===== src/rtl/dpwm_pkg.sv =====
package dpwm_pkg;
  localparam int unsigned COARSE_W = 8;
  localparam int unsigned FINE_W   = 6;

  typedef struct packed {
    logic sub_end;
    logic period_end;
  } dpwm_bnd_t;
endpackage


===== src/rtl/dpwm_timebase.sv =====
module dpwm_timebase
  import dpwm_pkg::*;
#(
  parameter int unsigned TICK_W = COARSE_W,
  parameter int unsigned SUB_W  = FINE_W
) (
  input  logic              clk_i,
  input  logic              rst_ni,
  input  logic              run_i,
  input  logic              tick_i,
  output logic [TICK_W-1:0] tick_cnt_o,
  output logic [SUB_W-1:0]  sub_cnt_o,
  output dpwm_bnd_t         bnd_o
);
  logic [TICK_W-1:0] tick_q;
  logic [SUB_W-1:0]  sub_q;
  logic              last_tick;

  assign last_tick = (tick_q == {TICK_W{1'b1}});

  always_ff @(posedge clk_i or negedge rst_ni) begin
    if (!rst_ni) begin
      tick_q <= '0;
      sub_q  <= '0;
    end else if (!run_i) begin
      tick_q <= '0;
      sub_q  <= '0;
    end else if (tick_i) begin
      tick_q <= tick_q + 1'b1;
      if (last_tick) sub_q <= sub_q + 1'b1;
    end
  end

  assign bnd_o.sub_end    = run_i & tick_i & last_tick;
  assign bnd_o.period_end = run_i & tick_i & last_tick & (sub_q == {SUB_W{1'b1}});
  assign tick_cnt_o       = tick_q;
  assign sub_cnt_o        = sub_q;
endmodule


===== src/rtl/dpwm_regs.sv =====
module dpwm_regs
  import dpwm_pkg::*;
#(
  parameter int unsigned DW = COARSE_W,
  parameter int unsigned FW = FINE_W
) (
  input  logic          clk_i,
  input  logic          rst_ni,
  input  logic          wr_coarse_i,
  input  logic          wr_fine_i,
  input  logic [DW-1:0] wdata_i,
  input  logic          run_i,
  input  dpwm_bnd_t     bnd_i,
  output logic [DW-1:0] coarse_lat_o,
  output logic [FW-1:0] fine_lat_o,
  output logic          pending_o
);
  logic [DW-1:0] coarse_q, coarse_lat_q;
  logic [FW-1:0] fine_q, fine_lat_q;
  logic          pend_q;
  logic          ld_coarse, ld_fine;

  // stopped channel: latches follow registers
  assign ld_coarse = ~run_i | bnd_i.sub_end;
  assign ld_fine   = ~run_i | bnd_i.period_end;

  always_ff @(posedge clk_i or negedge rst_ni) begin
    if (!rst_ni) begin
      coarse_q <= '0;
      fine_q   <= '0;
    end else begin
      if (wr_coarse_i) coarse_q <= wdata_i;
      if (wr_fine_i)   fine_q   <= wdata_i[FW-1:0];
    end
  end

  always_ff @(posedge clk_i or negedge rst_ni) begin
    if (!rst_ni) begin
      coarse_lat_q <= '0;
      fine_lat_q   <= '0;
      pend_q       <= 1'b0;
    end else begin
      if (ld_coarse) coarse_lat_q <= coarse_q;
      if (ld_fine)   fine_lat_q   <= fine_q;
      // write in the load cycle stays pending for the next load
      if (wr_fine_i)    pend_q <= 1'b1;
      else if (ld_fine) pend_q <= 1'b0;
    end
  end

  assign coarse_lat_o = coarse_lat_q;
  assign fine_lat_o   = fine_lat_q;
  assign pending_o    = pend_q;
endmodule


===== src/rtl/dpwm_dither.sv =====
module dpwm_dither
  import dpwm_pkg::*;
#(
  parameter int unsigned FW = FINE_W
) (
  input  logic [FW-1:0] sub_idx_i,
  input  logic [FW-1:0] fine_i,
  output logic          extra_o
);
  logic [FW-1:0] hit;

  // fine bit k owns the sub-periods whose lowest set index bit is FW-1-k
  for (genvar k = 0; k < FW; k++) begin : g_bit
    localparam int unsigned P = FW - 1 - k;
    if (P == 0) begin : g_lsb
      assign hit[k] = sub_idx_i[0];
    end else begin : g_upper
      assign hit[k] = sub_idx_i[P] & ~(|sub_idx_i[P-1:0]);
    end
  end

  assign extra_o = |(hit & fine_i);
endmodule


===== src/rtl/dither_pwm.sv =====
module dither_pwm
  import dpwm_pkg::*;
#(
  parameter int unsigned DW = COARSE_W,
  parameter int unsigned FW = FINE_W
) (
  input  logic          clk_i,
  input  logic          rst_ni,
  input  logic          tick_i,
  input  logic          wr_coarse_i,
  input  logic          wr_fine_i,
  input  logic [DW-1:0] wdata_i,
  input  logic          en_i,
  input  logic          run_i,
  input  logic          pin_sel_i,
  output logic [DW-1:0] fine_rd_o,
  output logic          pwm_a_o,
  output logic          pwm_b_o
);
  localparam int unsigned PADW = DW - FW - 1;

  logic [DW-1:0] tick_cnt;
  logic [FW-1:0] sub_cnt;
  dpwm_bnd_t     bnd;
  logic [DW-1:0] coarse_lat;
  logic [FW-1:0] fine_lat;
  logic          pending;
  logic          extra;
  logic [DW:0]   high_len;
  logic          wave;

  dpwm_timebase #(.TICK_W(DW), .SUB_W(FW)) i_timebase (
    .clk_i      (clk_i),
    .rst_ni     (rst_ni),
    .run_i      (run_i),
    .tick_i     (tick_i),
    .tick_cnt_o (tick_cnt),
    .sub_cnt_o  (sub_cnt),
    .bnd_o      (bnd)
  );

  dpwm_regs #(.DW(DW), .FW(FW)) i_regs (
    .clk_i        (clk_i),
    .rst_ni       (rst_ni),
    .wr_coarse_i  (wr_coarse_i),
    .wr_fine_i    (wr_fine_i),
    .wdata_i      (wdata_i),
    .run_i        (run_i),
    .bnd_i        (bnd),
    .coarse_lat_o (coarse_lat),
    .fine_lat_o   (fine_lat),
    .pending_o    (pending)
  );

  dpwm_dither #(.FW(FW)) i_dither (
    .sub_idx_i (sub_cnt),
    .fine_i    (fine_lat),
    .extra_o   (extra)
  );

  assign high_len = {1'b0, coarse_lat} + {{DW{1'b0}}, extra};
  assign wave     = run_i & en_i & ({1'b0, tick_cnt} < high_len);

  assign pwm_a_o = wave & ~pin_sel_i;
  assign pwm_b_o = wave &  pin_sel_i;

  if (PADW > 0) begin : g_pad
    assign fine_rd_o = {pending, {PADW{1'b0}}, fine_lat};
  end else begin : g_nopad
    assign fine_rd_o = {pending, fine_lat};
  end
endmodule


===== config.mk =====
export PLATFORM = sky130hd
export DESIGN_NAME = dither_pwm
export DESIGN_NICKNAME = d
export VERILOG_FILES = /design/src/rtl/dpwm_pkg.sv /design/src/rtl/dpwm_timebase.sv /design/src/rtl/dpwm_regs.sv /design/src/rtl/dpwm_dither.sv /design/src/rtl/dither_pwm.sv
export SDC_FILE = /design/constraint.sdc
export NUM_CORES = 1
export LEC_CHECK = 0
export BUFFER_PORTS_ARGS = -buffer_cell sky130_fd_sc_hd__buf_2
export CORE_ASPECT_RATIO = 0.6
export CORE_UTILIZATION = 50
export DETAILED_ROUTE_END_ITERATION = 16
export PLACE_DENSITY = 0.78
export SYNTH_ARGS = -nofsm -noshare
export SYNTH_HDL_FRONTEND = slang
export SYNTH_SLANG_ARGS = --single-unit

===== constraint.sdc =====
create_clock -name clk_i -period 4.2 [get_ports clk_i]
set_input_delay 0 -clock clk_i [delete_from_list [all_inputs] [get_ports clk_i]]
set_output_delay 0 -clock clk_i [all_outputs]
set_load 0.02 [all_outputs]

==> impl_metrics.json <==
{
  "clock-sinks": 43,
  "finalNonFillerCells": 278,
  "p_sw_uw": 229,
  "dp.cells": 262,
  "synth_area_sq_mm": 0.00222,
  "crit_start": "i_timebase.sub_cnt_o[0]",
  "max_freq_ghz": 0.317,
  "worst_path_max_delay_cell": "dfrtp_1",
  "syn_area_per_cell_sq_um": 11.9,
  "drtPass1Iterations": 5,
  "layout_commonest_cell": "dfrtp_1",
  "grt_max_degree": 44,
  "synth-seq-area-share_pct": 48.5,
  "sw_frac_of_total_pct": 25.0,
  "gp_congestion": 0.818,
  "synthToLayoutAreaGrowth_pct": 15.5,
  "cts_max_level": 2,
  "p_per_area_mw_per_mm2": 358,
  "routed-via-count": 1525,
  "port_buffers": 24,
  "grt_overflow": 0,
  "skew_ns": 0.00342,
  "cts.repair.resized": 0,
  "hp-class": "in -> reg",
  "cp-start-kind": "flop",
  "syn-num-nets": 215,
  "cts_hold_buf": 9,
  "ir_drop_mv": 0.284,
  "final_cell_mix": "dfrtp_1, mux2_2, buf_2, nand2_1, ha_1",
  "grt_pass1_vias": 1448,
  "r2r_end": "i_regs.fine_lat_o[0]",
  "critPathBufInv": 2,
  "synth_cells": 186,
  "final_cell_area_sq_mm": 0.00256,
  "setup_viol": 0,
  "tightest_slew_ns": 0.927,
  "drive_gt1_share_pct": 28.0,
  "r2r_cells": 5,
  "finalSetupTns_ns": 0,
  "slew_headroom_pct": 38.2,
  "path_max_fanout": 5,
  "wl_per_cell_um": 14.8,
  "via_per_inst": 5.49,
  "die_area_sq_mm": 0.00471,
  "crit_top_cell": "ha_1",
  "crit_chain": "inv_1 > ha_1 > a22oi_1 > nand3_1 > ha_1 > nand4_1 > xor2_1 > ha_1 > a211o_1 > o211ai_1 > o311ai_0 > a211oi_1 > buf_2",
  "power_frac_clock_pct": 33.7,
  "rr_startpoint": "i_timebase.tick_cnt_o[0]",
  "finalCritPeriodShare_pct": 75.2,
  "cp.depth": 13,
  "ys_ff_latch": 43,
  "cts.reportedPaths.clkPinSlew_ns": 0.08,
  "rows": 18,
  "synth_ff_type": "dfrtp_1",
  "antenna_found_initial": 0,
  "totalWireLength_um": 4110,
  "ys_types": 37,
  "initialDrtViolationCount": 48,
  "clock_latency_ns": 0.29,
  "ant_nets": 0,
  "p_comb_share_pct": 13.5,
  "post_dp_cell_area_sq_mm": 0.00236,
  "min_period_ns": 3.16,
  "path_class": "reg -> out",
  "root_buffer": "clkbuf_8",
  "grt_util_all_layers_pct": 20.6,
  "drcViolationCount": 0,
  "nFillCells": 349,
  "cts_buffers": 5,
  "rsz0062_at_grt": "false",
  "dp_hpwl_um": 2990,
  "internal_power_uw": 687,
  "cp.required_ns": 4.20,
  "regToRegSetupSlack_ns": 1.91,
  "total_power_uw": 916,
  "finalHoldViolations": 0,
  "leakage_nw": 1.16,
  "cts_setup_buffers": 0,
  "path_delay_family": "compound AO/OA/AOI/OAI gates",
  "synthArstFlopShare_pct": 100,
  "core_sq_mm": 0.00419,
  "seq_power_share_pct": 52.8,
  "cp.arrival_ns": 3.16,
  "cp_slowest_stage_delay_ns": 0.44,
  "grt_pass1_wl_um": 7060,
  "utilization_pct": 61.1,
  "yosys_warnings": 0,
  "hold_slack_ns": 0.0424,
  "status": "completed",
  "setup.worst_path.end": "pwm_a_o",
  "diodes": 0,
  "synth-edff-count": 0,
  "cts_buffer_depth": 2,
  "finalWorstSetupSlack_ns": 1.04,
  "drv_slew": 0,
  "drv_cap": 0,
  "pre_cts_ws_ns": 1.40,
  "dieHeight_um": 53.6,
  "cts_tree": "built",
  "initial_core_util_pct": 52.9,
  "io_pins": 26,
  "fin_nets": 247,
  "die_width_um": 88.0,
  "end_kind": "output port"
}
-- flip-flops by register name, indices dropped and copies added (netlist names) --
register	count
i_regs.coarse_lat_o	8
i_regs.coarse_q	8
i_regs.fine_lat_o	6
i_regs.fine_q	6
i_regs.pending_o	1
i_timebase.sub_cnt_o	6
i_timebase.tick_cnt_o	8
-- kinds of logic after synthesis --
group	count (synthesis)	synth area share, %
flops	43	48.5
fa+ha+maj	13	7.34
buf+inv	14	3.22
xor+xnor	17	6.72
simple gates	52	13.1
mux	30	15.1
compound gates	16	5.81
other cells	1	0.169
-- per-layer routing --
metal / routed length (um) / part of all wire (%) / track usage [%]
met1: 2070 / 50 / 30.2
met2: 1860 / 45 / 31.3
met3: 175 / 4.3 / 5.67
met4: 0 / 0 / 3.28
met5: 0 / 0 / 0
-- how the worst min path moves through the flow --
stage | cells after the start | to | slack [ns] | startpoint
floorplan | 0 | i_regs.coarse_lat_o[0] | -0.30 | rst_ni
global placement | 1 | i_timebase.tick_cnt_o[6] | 0.19 | rst_ni
detailed placement | 1 | i_timebase.tick_cnt_o[0] | 0.19 | rst_ni
CTS | 2 | i_regs.pending_o | 0.04 | wr_fine_i
global route | 2 | i_regs.pending_o | 0.09 | wr_fine_i
finish | 2 | i_regs.pending_o | 0.04 | wr_fine_i
-- cell usage after synthesis, drive strengths merged (3+ instances only) --
master | n | area, sq um
inv | 6 | 22.5
mux2 | 28 | 315
buf | 4 | 33.8
nor4 | 3 | 18.8
nor2 | 3 | 11.3
nand3 | 6 | 30.0
clkbuf | 4 | 15.0
and2 | 10 | 62.6
nand2 | 14 | 52.6
ha | 13 | 163
dfrtp | 43 | 1080
nand4 | 6 | 52.6
xnor2 | 7 | 61.3
xor2 | 10 | 87.6
-- cell type report --
cell class	count	area [sq um]	area share, %
repair buffers	33	210	8.21
well taps	60	75.1	2.93
flip-flops and latches	43	1080	42.0
multi-input cells	129	1070	41.8
clock buffers	5	68.8	2.69
inverters	6	22.5	0.880
clock inverters	2	37.5	1.47
-- power by group through the flow --
stage                     Sequential, mW  Combinational, mW  Clock (mW)
final                              0.484              0.124       0.309
after global routing               0.490              0.138       0.335
after CTS                          0.483              0.126       0.314
after detailed placement           0.492              0.119           0
after global placement             0.490              0.114           0
after floorplan                    0.491             0.0723           0
Power figures use the tool's default switching activity.
